<file path="config.mk">
export PLATFORM = sky130hd
export DESIGN_NAME = adc_result_ctrl
export DESIGN_NICKNAME = d
export VERILOG_FILES = /design/src/rtl/adc_res_pkg.sv /design/src/rtl/adc_chan_slot.sv /design/src/rtl/adc_global_flags.sv /design/src/rtl/adc_irq_mask.sv /design/src/rtl/adc_result_ctrl.sv
export SDC_FILE = /design/constraint.sdc
export NUM_CORES = 1
export LEC_CHECK = 0
export BUFFER_PORTS_ARGS = -buffer_cell sky130_fd_sc_hd__buf_2
export CORE_ASPECT_RATIO = 0.8
export CORE_MARGIN = 2
export CORE_UTILIZATION = 37
export CTS_CLUSTER_DIAMETER = 200
export DETAILED_ROUTE_END_ITERATION = 12
export PLACE_DENSITY = 0.63
export SYNTH_ARGS = -nofsm -noshare
export SYNTH_HDL_FRONTEND = slang
export SYNTH_SLANG_ARGS = --single-unit
</file>
<file path="constraint.sdc">
create_clock -name clk -period 2.2 [get_ports clk]
set_input_delay 0.33 -clock clk [delete_from_list [all_inputs] [get_ports clk]]
set_output_delay 0.33 -clock clk [all_outputs]
set_load 0.01 [all_outputs]
</file>
<file path="src/rtl/adc_res_pkg.sv">
package adc_res_pkg;
  typedef enum logic [2:0] {
    SEL_NONE,
    SEL_CHAN,
    SEL_LAST,
    SEL_STAT,
    SEL_MASK
  } rd_sel_e;
endpackage

</file>
<file path="src/rtl/adc_chan_slot.sv">
module adc_chan_slot #(
  parameter int DW = 10
) (
  input  logic          clk,
  input  logic          rst,
  input  logic          hit,
  input  logic [DW-1:0] din,
  input  logic          clr_done,
  input  logic          clr_ovr,
  output logic [DW-1:0] data,
  output logic          done,
  output logic          ovr
);
  always_ff @(posedge clk) begin
    if (rst) begin
      data <= '0;
      done <= 1'b0;
      ovr  <= 1'b0;
    end else begin
      if (hit) data <= din;
      if (hit) done <= 1'b1;
      else if (clr_done) done <= 1'b0;
      if (hit && done) ovr <= 1'b1;
      else if (clr_ovr) ovr <= 1'b0;
    end
  end

  assert_data_R1: assert property (@(posedge clk) disable iff (rst)
    hit |=> data == $past(din));
  assert_done_set_R2: assert property (@(posedge clk) disable iff (rst)
    hit |=> done);
  assert_done_clr_R3: assert property (@(posedge clk) disable iff (rst)
    (clr_done && !hit) |=> !done);
  assert_ovr_set_R5: assert property (@(posedge clk) disable iff (rst)
    (hit && done) |=> ovr);
  assert_ovr_hold_R10: assert property (@(posedge clk) disable iff (rst)
    (hit && done && clr_ovr) |=> ovr);
endmodule

</file>
<file path="src/rtl/adc_global_flags.sv">
module adc_global_flags #(
  parameter int DW  = 10,
  parameter int CHW = 3
) (
  input  logic           clk,
  input  logic           rst,
  input  logic           hit,
  input  logic [CHW-1:0] chan,
  input  logic [DW-1:0]  din,
  input  logic           clr_rdy,
  input  logic           clr_govr,
  output logic [DW-1:0]  last_data,
  output logic [CHW-1:0] last_chan,
  output logic           rdy,
  output logic           govr,
  output logic           dma_req
);
  logic rdy_q;

  always_ff @(posedge clk) begin
    if (rst) begin
      last_data <= '0;
      last_chan <= '0;
      rdy       <= 1'b0;
      govr      <= 1'b0;
      rdy_q     <= 1'b0;
    end else begin
      rdy_q <= rdy;
      if (hit) begin
        last_data <= din;
        last_chan <= chan;
      end
      if (hit) rdy <= 1'b1;
      else if (clr_rdy) rdy <= 1'b0;
      if (hit && rdy) govr <= 1'b1;
      else if (clr_govr) govr <= 1'b0;
    end
  end

  assign dma_req = rdy && !rdy_q;

  assert_rdy_set_R2: assert property (@(posedge clk) disable iff (rst)
    hit |=> rdy);
  assert_rdy_clr_R4: assert property (@(posedge clk) disable iff (rst)
    (clr_rdy && !hit) |=> !rdy);
  assert_govr_set_R6: assert property (@(posedge clk) disable iff (rst)
    (hit && rdy) |=> govr);
  assert_dma_single_R8: assert property (@(posedge clk) disable iff (rst)
    dma_req |=> !dma_req);
  assert_dma_on_rise_R8: assert property (@(posedge clk) disable iff (rst)
    (!rdy && hit) |=> dma_req);
endmodule

</file>
<file path="src/rtl/adc_irq_mask.sv">
module adc_irq_mask #(
  parameter int SW = 18
) (
  input  logic          clk,
  input  logic          rst,
  input  logic          set_en,
  input  logic          clr_en,
  input  logic [SW-1:0] bits,
  input  logic [SW-1:0] status,
  output logic [SW-1:0] mask,
  output logic          irq
);
  always_ff @(posedge clk) begin
    if (rst) mask <= '0;
    else if (set_en) mask <= mask | bits;
    else if (clr_en) mask <= mask & ~bits;
  end

  assign irq = |(status & mask);

  assert_mask_set_R9: assert property (@(posedge clk) disable iff (rst)
    set_en |=> (mask & $past(bits)) == $past(bits));
  assert_mask_clr_R9: assert property (@(posedge clk) disable iff (rst)
    (clr_en && !set_en) |=> (mask & $past(bits)) == '0);
endmodule

</file>
<file path="src/rtl/adc_result_ctrl.sv">
module adc_result_ctrl #(
  parameter int NCH  = 8,
  parameter int DW   = 10,
  parameter int AW   = 5,
  parameter int BUSW = 32
) (
  input  logic                     clk,
  input  logic                     rst,
  input  logic                     conv_valid,
  output logic                     conv_ready,
  input  logic [$clog2(NCH)-1:0]   conv_chan,
  input  logic [DW-1:0]            conv_data,
  input  logic                     rd_en,
  input  logic [AW-1:0]            rd_addr,
  output logic [BUSW-1:0]          rd_data,
  input  logic                     wr_en,
  input  logic [AW-1:0]            wr_addr,
  input  logic [BUSW-1:0]          wr_data,
  output logic                     dma_req,
  output logic                     irq
);
  import adc_res_pkg::*;

  localparam int CHW = $clog2(NCH);
  localparam int SW  = 2 * NCH + 2;
  localparam logic [AW-1:0] A_LAST = AW'(NCH);
  localparam logic [AW-1:0] A_STAT = AW'(NCH + 1);
  localparam logic [AW-1:0] A_MSET = AW'(NCH + 2);
  localparam logic [AW-1:0] A_MCLR = AW'(NCH + 3);
  localparam logic [AW-1:0] A_MASK = AW'(NCH + 4);

  logic            take;
  logic [NCH-1:0]  done_v, ovr_v;
  logic [DW-1:0]   chan_data [NCH];
  logic [DW-1:0]   last_data;
  logic [CHW-1:0]  last_chan;
  logic            rdy, govr;
  logic [SW-1:0]   status, mask;
  rd_sel_e         sel;
  logic            rd_last, rd_stat;

  assign conv_ready = !rst;
  assign take       = conv_valid && conv_ready;

  always_comb begin
    if (rd_addr < A_LAST)       sel = SEL_CHAN;
    else if (rd_addr == A_LAST) sel = SEL_LAST;
    else if (rd_addr == A_STAT) sel = SEL_STAT;
    else if (rd_addr == A_MASK) sel = SEL_MASK;
    else                        sel = SEL_NONE;
  end

  assign rd_last = rd_en && (sel == SEL_LAST);
  assign rd_stat = rd_en && (sel == SEL_STAT);

  for (genvar i = 0; i < NCH; i++) begin : g_chan
    logic hit_i, clr_i;
    assign hit_i = take && (conv_chan == CHW'(i));
    assign clr_i = (rd_en && sel == SEL_CHAN && rd_addr == AW'(i)) ||
                   (rd_last && last_chan == CHW'(i));
    adc_chan_slot #(.DW(DW)) u_slot (
      .clk     (clk),
      .rst     (rst),
      .hit     (hit_i),
      .din     (conv_data),
      .clr_done(clr_i),
      .clr_ovr (rd_stat),
      .data    (chan_data[i]),
      .done    (done_v[i]),
      .ovr     (ovr_v[i])
    );
  end

  adc_global_flags #(.DW(DW), .CHW(CHW)) u_glob (
    .clk      (clk),
    .rst      (rst),
    .hit      (take),
    .chan     (conv_chan),
    .din      (conv_data),
    .clr_rdy  (rd_last),
    .clr_govr (rd_stat),
    .last_data(last_data),
    .last_chan(last_chan),
    .rdy      (rdy),
    .govr     (govr),
    .dma_req  (dma_req)
  );

  assign status = {govr, rdy, ovr_v, done_v};

  adc_irq_mask #(.SW(SW)) u_mask (
    .clk   (clk),
    .rst   (rst),
    .set_en(wr_en && wr_addr == A_MSET),
    .clr_en(wr_en && wr_addr == A_MCLR),
    .bits  (wr_data[SW-1:0]),
    .status(status),
    .mask  (mask),
    .irq   (irq)
  );

  always_comb begin
    rd_data = '0;
    case (sel)
      SEL_CHAN: rd_data = BUSW'(chan_data[rd_addr[CHW-1:0]]);
      SEL_LAST: rd_data = BUSW'(last_data);
      SEL_STAT: rd_data = BUSW'(status);
      SEL_MASK: rd_data = BUSW'(mask);
      default:  rd_data = '0;
    endcase
  end

  assert_ready_R11: assert property (@(posedge clk) disable iff (rst)
    conv_ready);
  assert_last_chan_R4: assert property (@(posedge clk) disable iff (rst)
    take |=> last_chan == $past(conv_chan));
  assert_stat_keeps_done_R7: assert property (@(posedge clk) disable iff (rst)
    (rd_stat && !take && !rd_last) |=> done_v == $past(done_v) && rdy == $past(rdy));
  assert_hold_on_collide_R10: assert property (@(posedge clk) disable iff (rst)
    (take && rd_last) |=> rdy);
endmodule

</file>
==> Word-level counts from Yosys, hierarchy flattened <==
Cells that the tools add are included.
{ "totals": {"reg_bits": 130, "latch_bits": 0, "mem_bits_rw": 0, "romBits": 0, "input_bits": 60, "out_inout_bits": 35, "memories": 0} }
{ "classes": {"n_addsub": 0, "multipliers": 0, "div": 0, "order_cmp": 2, "n_eq_ne": 30, "shift": 0, "muxes": 38, "bitwise_logic": 5, "n_reduce_logical": 73} }
{ "ops": {"columns": ["cell", "count"], "rows": [
  ["$pmux 18 s4", 1],
  ["$logic_and 1x1->1", 40],
  ["$reduce_bool 2->1", 19],
  ["$and 18x18->18", 2],
  ["$mux 18", 2],
  ["$bmux 10 s3", 1],
  ["$mux 1", 28],
  ["$eq 3x3->1 const B", 9],
  ["$eq 5x4->1 const B", 5],
  ["$eq 5x3->1 const B", 4],
  ["$mux 10", 2],
  ["$eq 3x2->1 const B", 6],
  ["$not 18->18", 1],
  ["$or 18x18->18", 1],
  ["$reduce_or 18->1", 1],
  ["$mux 3", 4],
  ["$eq 5x2->1 const B", 2],
  ["$eq 3x1->1 const B", 3],
  ["$logic_or 1x1->1", 8],
  ["$logic_not 3->1", 2],
  ["$eq 5x1->1 const B", 1],
  ["$logic_not 5->1", 1],
  ["$lt 5x4->1 const B", 1],
  ["$ge 4x4->1 const B", 1],
  ["2 further kinds", 3]
]} }

==> Logic depth before layout (Yosys ltp) <==
Gate-level depths: netlist of the first run.
{ "logic_depth": {"ltp_word": 11, "depth_mapped": 7, "mapped_depth_nobuf": 4} }

==> By module <==
Synthesis of the first run repeated with hierarchy kept, for this count alone.
{ "unflattened": {"hier_cells": 626, "hier_area_um2": 6087.1} }
{ "by_module_without_submodules": {"columns": ["module", "instances", "cells_per_inst", "area_each_um2", "seq_area_each_um2"], "rows": [
  ["adc_chan_slot", 8, 40, 424.2, 240.2],
  ["adc_result_ctrl", 1, 164, 1347.5, 0.0],
  ["adc_irq_mask", 1, 89, 768.2, 360.3],
  ["adc_global_flags", 1, 53, 578.1, 320.3]
]} }

==> Least setup slack after synthesis of the first run <==
No wires, ideal clock.
{ "synth_timing": {"path_type": "in2out", "startpoint": "in rd_addr[0]", "endpoint": "out rd_data[6]", "arrival_time_ps": 1524, "required_ps": 1870, "path_slack_ps": 346, "stages": 5, "path_buffers": 1, "path_cell_list": "buf_4 -> mux4_2 -> o22ai_1 -> a211oi_1 -> a221o_1"} }
{ "synth_between": {"elab_chain_cells": 7, "word_cells_on_any_way": 17, "cone_classes": "order compare (1); eq/ne (7); mux (8); bitwise (1)"} }
{ "synth_lines": {"columns": ["item", "line", "text"], "rows": [
  ["start: declaration", "adc_result_ctrl.sv:14", "input logic [AW-1:0] rd_addr,"],
  ["$eq 5x4->1", "adc_result_ctrl.sv:49", "else if (rd_addr == A_MASK) sel = SEL_MASK;"],
  ["$mux 3", "adc_result_ctrl.sv:49", null],
  ["$mux 3", "adc_result_ctrl.sv:48", "else if (rd_addr == A_STAT) sel = SEL_STAT;"],
  ["$mux 3", "adc_result_ctrl.sv:47", "else if (rd_addr == A_LAST) sel = SEL_LAST;"],
  ["$mux 3", "adc_result_ctrl.sv:46", "if (rd_addr < A_LAST) sel = SEL_CHAN;"],
  ["$eq 3x3->1, or another cell as far along", "adc_result_ctrl.sv:104", "case (sel)"],
  ["$pmux 18 s4 *", "adc_result_ctrl.sv:104", null],
  ["end: declaration", "adc_result_ctrl.sv:15", "output logic [BUSW-1:0] rd_data,"]
]} }
Mark *: on every way between the ends. The rest lies on a longest branch, timed or not. The select of a mux whose other input is x is not followed.

==> Worst setup path in the final report of the first run <==
{ "layout_timing": {"startpoint": "reg g_chan[3].u_slot.data[1]", "endpoint": "out rd_data[1]"} }
{ "layout_between": {"elab_chain_cells": 4} }
{ "layout_lines": {"columns": ["item", "line", "text"], "rows": [
  ["start: declaration", "adc_chan_slot.sv:10", "output logic [DW-1:0] data,"],
  ["start signal: assignment", "adc_chan_slot.sv:20", "if (hit) data <= din;"],
  ["$bmux 10 s3", "adc_result_ctrl.sv:105", "SEL_CHAN: rd_data = BUSW'(chan_data[rd_addr[CHW-1:0]]);"],
  ["$mux 10 (implied by the code) (2 in a row)", "adc_result_ctrl.sv:105", null],
  ["$pmux 18 s4", "adc_result_ctrl.sv:104", null]
]} }
No other way between the ends. The select of a mux whose other input is x is not followed.

==> reports/results.tsv, run 1 <==
stage	metric	value	unit
setup_path	worst_path_dominant_cell_family	compound AO/OA/AOI/OAI gates	
yosys	yosys_warnings	0	
clocking	clk_latency	0.42	ns
die	die_w	146.1	um
setup_path	max_stage_delay	0.49	ns
final_layout	layout_common_cells	nand2_1, dfxtp_1, a21oi_1	
yosys	synth_ff_type	dfxtp_1	
die	dieArea	17200	um2
route	num_vias	5390	
timing	period_needed	2.309	ns
clocking	ctsRootBufferMaster	clkbuf_16	
setup_path	required	1.87	ns
setup_path	path_cells	mux4_2, o22ai_2, a211oi_1, a221o_1, buf_2	
timing	slew_violations	0	
yosys	synth_edf_count	0	
setup_path	cp_slowest_cell	mux4_2	
route	drtIter0Drc	551	
final_layout	final_common_cell	nand2_1	
die	die_y	117.7	um
route	ant_nets	0	
timing	whs	0.1139	ns
timing	fin_skew	0.006101	ns
final_layout	area_growth	20.71	%
power_and_ir_drop	sw_frac_of_total	23.58	%
yosys	syn_area	5981	um2
power_and_ir_drop	finalPower	5.875	mW
timing	setup_tns	-0.6649	ns
place	placedInstanceArea	6548	um2
outcome	status	finished with violations	
grt	antenna_found_initial	0	
timing	max_freq	433.2	MHz
power_and_ir_drop	intPower	4.490	mW
clocking	ctsHoldBuffers	0	
power_and_ir_drop	leakage	2.678	nW
timing	slew_headroom	61.44	%
clocking	cts_buffer_depth	2	
yosys	yosysTopAreaCellShare	43.51	%
power_and_ir_drop	irDropWorstVdd	526.6	uV
power_and_ir_drop	seqPwrFrac	41.4	%
yosys	yosys-top-cells-area	dfxtp_1, nand2_1, a21oi_1	
timing	finalCritPeriodShare	104.9	%
outcome	violations	negative setup slack	
timing	setup_ws	-0.1085	ns
place	hpwl	12.36	mm
route	drt_wl_total	18.03	mm
timing	hold_violations	0	
yosys	synth.distinct_cells	49	
yosys	ys_seq_area_share	43.51	%
final_layout	final_cells	987	
place	dp.cells	955	
timing	rsz0062_at_grt	true	
die	core_area	15800	um2
final_layout	final_area	7219	um2
route	wl_per_cell	18.27	um
place	post-place-ws	-0.1162	ns
clocking	cts_setup_buffers	0	
setup_path	critPathMaxFanout	2	
worst_hold_path	hold_path.class	in2reg	
yosys	syn_area_per_cell	8.532	um2
setup_path	endpoint_kind	primary output	
clocking	path_clk_slew	0.06	ns
clocking	cts_tree	yes	
final_layout	final_util	45.69	%
yosys	ys_ff_latch	130	
power_and_ir_drop	power.density	813.8	nW/um2
setup_path	critPathLaunchType	flop	
setup_path	critPathKind	reg2out	
die	std_cell_rows	41	
power_and_ir_drop	p_sw	1.385	mW
clocking	cts_buffers	17	
grt	grt_pass1_wl	28.54	mm
clocking	htree_levels	4	
timing	setup_violations	10	
flow_run	maxCapViolCount	0	
yosys	synth_cells	701	
grt	grt_pass1_vias	5107	
timing	worst_pin_slew	0.5770	ns
final_layout	antenna_cells	0	
power_and_ir_drop	comb_power_share	7.5	%
route	first_pass_iters	5	
final_layout	drive_above_1_share	22.41	%
setup_path	worstPathArrival	1.98	ns
power_and_ir_drop	clock_power_share	51.0	%
clocking	clkSinkCount	130	
final_layout	nets	819	
yosys	yosysTopAreaCell	dfxtp_1	
yosys	synthArstFlopShare	0	%
grt	grt_overflow	0	
die	start_util	37.85	%
grt	grt_usage	21.25	%
route	drc	0	
route	via_per_inst	5.461	
grt	grt_max_degree	124	
die	num_io_pins	95	
place	io_buffer_count	66	
setup_path	cp_num_buf_inv	1	
place	routabilityCongestion	0.8605	
-- layout make-up --
class                      instances  area, um2
timing repair buffer             103      654.4
clock inverter                    13      183.9
clock buffer                      19      442.9
tap                              215      269.0
fill                            1598       8581
inverter                           2      7.507
multi-input combinational        505       3058
sequential                       130       2604
-- per-layer routing --
metal / vias up / share of wire (%) / GRT usage (%)
met5: - / 0 / 0
met4: 0 / 0.95 / 5.218
met3: 15 / 7.8 / 4.419
met2: 203 / 42 / 29.66
met1: 2596 / 49 / 33.01
li1: 2576 / - / -
-- Yosys cell counts, types with 2 or more instances --
cell type  number
clkbuf_1       44
o221ai_1        2
nand4_1         4
nor2_1         53
buf_6           2
buf_4          18
o31a_1          2
mux2_2         16
buf_2          10
nand2b_1        5
nand3_1         5
a22oi_1        12
buf_1           2
and3_1          2
mux2i_1        37
a221oi_1        3
o22ai_1         6
dfxtp_1       130
a311oi_1       18
a211oi_1        6
a221o_1         6
nor2b_1         4
nand2_1       142
o21ai_0        19
a22o_1         11
nor3_1          6
mux4_2         10
a21oi_1       105
-- power groups by stage --
stage / clock network [mW] / logic (mW) / registers [mW]
3_5_place_dp: 0 / 0.427 / 2.48
6_report: 3.00 / 0.443 / 2.43
3_3_place_gp: 0 / 0.427 / 2.48
5_1_grt: 3.14 / 0.479 / 2.44
2_1_floorplan: 0 / 0.291 / 2.47
4_1_cts: 3.02 / 0.434 / 2.43
-- final timing paths --
kind                                         start                                    end  slack (ns)  cells after the start
max reg2reg       u_glob.last_chan[0]$_SDFFE_PP0P_     g_chan[0].u_slot.done$_SDFFE_PP0P_        0.98                      3
min reg2reg  g_chan[1].u_slot.data[9]$_SDFFE_PP0P_  g_chan[1].u_slot.data[9]$_SDFFE_PP0P_        0.45                      2
min                                     wr_data[6]                                   flop        0.11                      2
max          g_chan[3].u_slot.data[1]$_SDFFE_PP0P_                             rd_data[1]       -0.11                      5
-- cells by family (layout without fill, tap and decap cells) --
| family | Yosys count | after routing | share of synthesized area, % |
|---|---|---|---|
| flip-flops | 130 | 130 | 43.51 |
| buffers and inverters | 79 | 137 | 6.632 |
| AND/OR/NAND/NOR | 235 | 235 | 16.88 |
| multiplexers | 63 | 63 | 12.97 |
| AO/OA/AOI/OAI | 193 | 193 | 19.94 |
| other | 1 | 14 | 0.06270 |
-- timing repair --
item                       in CTS  in global routing
setup endpoints to repair      18                 18
gates resized for setup         5                  7
gates cloned                    0                  0
Note: power is estimated with default switching activity, not from simulation.
==> inputs of run 2 (changes only) <==
Settings changed: PLACE_DENSITY 0.63 to default.
==> run 2 against run 1 <==
Against the previous run: the flow still finishes with violations (negative setup slack); combinational power shrank 2%; routed wire length hardly changed; power rose by 0.81%; clock skew down 0.00072 ns.
==> reports/results.tsv, run 2 (synthesis results as in run 1) <==
stage	metric	value	unit
outcome	violations	negative setup slack	
timing	finalCritPeriodShare	104.1	%
grt	grt_pass1_vias	5304	
die	die_w	146.1	um
clocking	cts_tree	yes	
die	num_io_pins	95	
place	io_buffer_count	66	
timing	slew_headroom	59.93	%
route	ant_nets	0	
power_and_ir_drop	irDropWorstVdd	536.9	uV
place	hpwl	12.77	mm
final_layout	layout_common_cells	nand2_1, dfxtp_1, a21oi_1	
timing	fin_skew	0.005380	ns
setup_path	cp_num_buf_inv	1	
clocking	cts_buffer_depth	2	
route	drc	0	
die	die_y	117.7	um
setup_path	rr_worst_depth	3	
place	routabilityCongestion	0.9033	
setup_path	critPathMaxFanout	2	
outcome	status	finished with violations	
setup_path	required	1.87	ns
setup_path	r2r_slack	0.97	ns
die	std_cell_rows	41	
setup_path	critPathKind	reg2out	
timing	setup_ws	-0.08933	ns
setup_path	timing.rr.end	g_chan[0].u_slot.done$_SDFFE_PP0P_	
final_layout	drive_above_1_share	22.21	%
grt	grt_overflow	0	
power_and_ir_drop	leakage	2.672	nW
final_layout	nets	817	
setup_path	path_cells	mux4_2, o22ai_2, a211oi_1, a221o_1, buf_2	
clocking	clkSinkCount	130	
timing	max_freq	436.8	MHz
timing	period_needed	2.289	ns
grt	grt_max_degree	132	
worst_hold_path	hold_start	wr_data[6]	
grt	antenna_found_initial	0	
clocking	clk_latency	0.42	ns
setup_path	endpoint_kind	primary output	
route	drt_wl_total	18.02	mm
timing	hold_violations	0	
final_layout	antenna_cells	0	
flow_run	maxCapViolCount	0	
setup_path	worstPathArrival	1.96	ns
timing	rsz0062_at_grt	true	
timing	slew_violations	0	
setup_path	cp_slowest_cell	mux4_2	
grt	grt_pass1_wl	28.34	mm
setup_path	worst_path_dominant_cell_family	compound AO/OA/AOI/OAI gates	
worst_hold_path	hold_path.class	in2reg	
route	via_per_inst	5.532	
final_layout	nFillCells	1543	
die	core_area	15800	um2
setup_path	r2r_start	u_glob.last_chan[0]$_SDFFE_PP0P_	
timing	setup_violations	6	
die	start_util	37.85	%
timing	worst_pin_slew	0.5996	ns
clocking	ctsRootBufferMaster	clkbuf_16	
setup_path	max_stage_delay	0.51	ns
clocking	ctsHoldBuffers	0	
route	first_pass_iters	6	
final_layout	area_growth	20.42	%
grt	grt_usage	21.23	%
route	wl_per_cell	18.30	um
clocking	path_clk_slew	0.06	ns
timing	setup_tns	-0.3186	ns
route	num_vias	5449	
final_layout	final_common_cell	nand2_1	
die	dieArea	17200	um2
setup_path	critPathLaunchType	flop	
route	drtIter0Drc	473	
worst_hold_path	hold_depth	2	
clocking	htree_levels	4	
timing	whs	0.1120	ns
clocking	cts_buffers	17	
power_and_ir_drop	power.density	822.4	nW/um2
-- run 2: per-stage QoR --
| stage | setup slack, ns | cells | power [mW] | utilization [%] | cell area [um2] |
|---|---|---|---|---|---|
| after floorplan | 0.3458 | 714 | 2.761 | - | 6030 |
| after global placement | -0.09957 | 952 | 2.892 | 41.30 | 6525 |
| after detailed placement | -0.1131 | 952 | 2.901 | 41.30 | 6525 |
| after CTS | -0.07831 | 984 | 5.943 | 45.50 | 7189 |
| after global routing | -0.1384 | 985 | 6.095 | 45.58 | 7202 |
| final | -0.08933 | 985 | 5.923 | 45.58 | 7202 |
-- run 2: layout make-up --
type                    instances  area (um2)  area share [%]
clock buffers                  18       439.2           6.098
clock inverters                14       200.2           2.780
inverters                       2       7.507          0.1042
multi-input cells             505        3055           42.43
flip-flops and latches        130        2604           36.15
well taps                     215       269.0           3.735
repair buffers                101       626.9           8.704
-- run 2: worst max-delay path by stage --
stage	endpoint	start	cells past startpoint
finish	rd_data[2]	g_chan[3].u_slot.data[2]$_SDFFE_PP0P_	5
global route	rd_data[3]	g_chan[2].u_slot.data[3]$_SDFFE_PP0P_	5
CTS	rd_data[3]	g_chan[2].u_slot.data[3]$_SDFFE_PP0P_	5
detailed placement	rd_data[7]	rd_addr[0]	6
global placement	rd_data[0]	rd_addr[0]	8
floorplan	rd_data[6]	rd_addr[0]	5
-- run 2: metal layers --
| metal | vias up | share of wire, % | wire (um) | track usage, % |
|---|---|---|---|---|
| li1 | 2571 | - | - | - |
| met4 | 0 | 1.9 | 340 | 8.374 |
| met1 | 2620 | 46 | 8228 | 28.86 |
| met5 | - | 0 | 0 | 0 |
| met3 | 29 | 7.7 | 1395 | 4.109 |
| met2 | 229 | 45 | 8059 | 33.34 |
-- run 2: power breakdown --
group | switching, mW | internal (mW) | leakage [nW]
Clock | 1.12 | 1.94 | 0.304
Combinational | 0.272 | 0.160 | 1.32
Sequential | 0.0321 | 2.40 | 1.05
-- run 2: repair_timing --
action,CTS,global route
resized for setup,5,5
setup endpoints to repair,18,9
setup buffers,0,1
pin swaps,0,1
==> inputs of run 3 (changes only) <==
Settings changed: GPL_TIMING_DRIVEN from default to 0.
==> run 3 against run 2 <==
Against the previous run: the run still ends with negative setup slack left; sequential cell count unchanged; combinational power increased by 10%; clock skew is 0.0014 ns higher; final cell count increased by 2.4%; critical path depth stayed put; cell area grew 1.9%; worst hold slack worse by 0.0041 ns; setup slack gained 0.034 ns; sequential power about the same; largest power group unchanged; sequential share of layout area is 0.68 points lower; via count grew 1.4%.
==> reports/results.tsv, run 3 (synthesis results as in run 1) <==
stage	metric	value	unit
outcome	status	finished with violations	
outcome	violations	negative setup slack	
clocking	path_clk_slew	0.06	ns
setup_path	timing.rr.end	g_chan[0].u_slot.done$_SDFFE_PP0P_	
route	num_vias	5523	
grt	grt_max_degree	17	
clocking	clkSinkCount	130	
place	dp.cells	979	
timing	setup_ws	-0.05580	ns
route	drc	0	
setup_path	critPathMaxFanout	2	
setup_path	crit_start	g_chan[3].u_slot.data[2]$_SDFFE_PP0P_	
grt	grt_usage	23.09	%
power_and_ir_drop	seqPwrFrac	39.2	%
place	io_buffer_count	50	
power_and_ir_drop	comb_power_share	7.6	%
power_and_ir_drop	sw_frac_of_total	23.50	%
die	core_area	15800	um2
setup_path	critPathLaunchType	flop	
timing	setup_violations	6	
final_layout	final_common_cell	nand2_1	
route	first_pass_iters	5	
clocking	ctsHoldBuffers	0	
place	placedInstanceArea	6549	um2
route	via_per_inst	5.474	
final_layout	final_cells	1009	
setup_path	rr_worst_depth	3	
grt	grt_overflow	0	
route	ant_nets	0	
timing	slew_headroom	47.39	%
clocking	cts_buffers	17	
setup_path	r2r_start	u_glob.last_chan[0]$_SDFFE_PP0P_	
place	routabilityCongestion	0.9246	
worst_hold_path	hold_path.class	in2reg	
final_layout	antenna_cells	0	
clocking	clk_latency	0.42	ns
clocking	cts_tree	yes	
die	die_y	117.7	um
timing	period_needed	2.256	ns
grt	grt_pass1_vias	5020	
flow_run	maxCapViolCount	0	
grt	antenna_found_initial	0	
die	die_w	146.1	um
final_layout	layout_common_cells	nand2_1, dfxtp_1, a21oi_1	
power_and_ir_drop	power.density	846.9	nW/um2
timing	worst_pin_slew	0.7891	ns
route	wl_per_cell	19.65	um
timing	finalCritPeriodShare	102.5	%
power_and_ir_drop	leakage	2.697	nW
timing	rsz0062_at_grt	true	
final_layout	nets	841	
timing	setup_tns	-0.2354	ns
grt	grt_pass1_wl	30.26	mm
power_and_ir_drop	intPower	4.755	mW
setup_path	worstPathArrival	1.93	ns
clocking	ctsRootBufferMaster	clkbuf_16	
setup_path	r2r_slack	0.92	ns
clocking	cts_buffer_depth	2	
clocking	cts_setup_buffers	0	
final_layout	final_area	7340	um2
place	hpwl	14.16	mm
power_and_ir_drop	p_sw	1.461	mW
clocking	htree_levels	4	
route	drtIter0Drc	510	
timing	fin_skew	0.006800	ns
die	std_cell_rows	41	
timing	hold_violations	0	
final_layout	area_growth	22.72	%
die	dieArea	17200	um2
die	num_io_pins	95	
setup_path	cp-endpoint	rd_data[2]	
final_layout	drive_above_1_share	20.28	%
power_and_ir_drop	clock_power_share	53.2	%
die	start_util	37.85	%
timing	slew_violations	0	
timing	whs	0.1080	ns
route	drt_wl_total	19.82	mm
setup_path	critPathKind	reg2out	
power_and_ir_drop	irDropWorstVdd	613.9	uV
setup_path	required	1.87	ns
setup_path	endpoint_kind	primary output	
timing	max_freq	443.3	MHz
[run 3: changes by cell type in the layout (fill, tap and decap cells not counted), moves of 3 or more]
cell and change:
clkbuf_1 +38, inv_6 -3, clkbuf_2 +3, buf_4 -16
buf_2 -7
[run 3: cell type report]
type,count,area [um2]
timing repair buffer,50,250.2
inverter,2,10.01
clock inverter,13,231.5
clock buffer,19,452.9
sequential,130,2604
buffer,75,424.2
fill,1573,8461
multi-input combinational,505,3098
tap,215,269.0
[run 3: worst min path at each step]
stage	slack (ns)	endpoint	cells past startpoint	from
floorplan	0.43	g_chan[2].u_slot.data[1]$_SDFFE_PP0P_	2	g_chan[2].u_slot.data[1]$_SDFFE_PP0P_
finish	0.11	flop	2	wr_data[0]
detailed placement	0.45	g_chan[2].u_slot.data[8]$_SDFFE_PP0P_	2	g_chan[2].u_slot.data[8]$_SDFFE_PP0P_
global route	0.11	flop	2	wr_data[10]
CTS	0.10	flop	2	wr_data[0]
global placement	0.44	g_chan[5].u_slot.data[1]$_SDFFE_PP0P_	2	g_chan[5].u_slot.data[1]$_SDFFE_PP0P_
[run 3: per-layer routing]
layer  up-vias  GRT usage, %  wire [um]
met5         -             0          0
met4         0         7.221        311
met3        26         4.535       1584
met2       240         31.72       8069
met1      2645         35.84       9858
li1       2612             -          -
[run 3: power groups by stage]
stage	combinational, mW	clock (mW)	sequential, mW
2_1_floorplan	0.291	0	2.47
3_3_place_gp	0.445	0	2.48
3_5_place_dp	0.447	0	2.48
4_1_cts	0.460	3.31	2.43
5_1_grt	0.509	3.41	2.44
6_report	0.475	3.31	2.43
[run 3: repair_timing]
item / in CTS / in global routing
endpoints found under the setup margin: 18 / 13
hold endpoints to repair: 0 / 0
pin swaps: 0 / 1
gates resized for setup: 20 / 16
[run 3: critical path: stages (launching register included)]
cell and delay (ns):
dfxtp_2 0.32, mux4_2 0.49, o22ai_2 0.18, a211oi_2 0.05, a221o_1 0.32, buf_2 0.15
[run 3: stage by stage]
| stage | utilization [%] | setup WS (ns) | total power [mW] |
|---|---|---|---|
| finish | 46.45 | -0.05580 | 6.216 |
| global route | 46.45 | -0.1343 | 6.360 |
| CTS | 46.18 | -0.07025 | 6.204 |
| detailed placement | 41.45 | -0.4524 | 2.930 |
| global placement | 41.45 | -0.4580 | 2.927 |
| floorplan | - | 0.3458 | 2.761 |
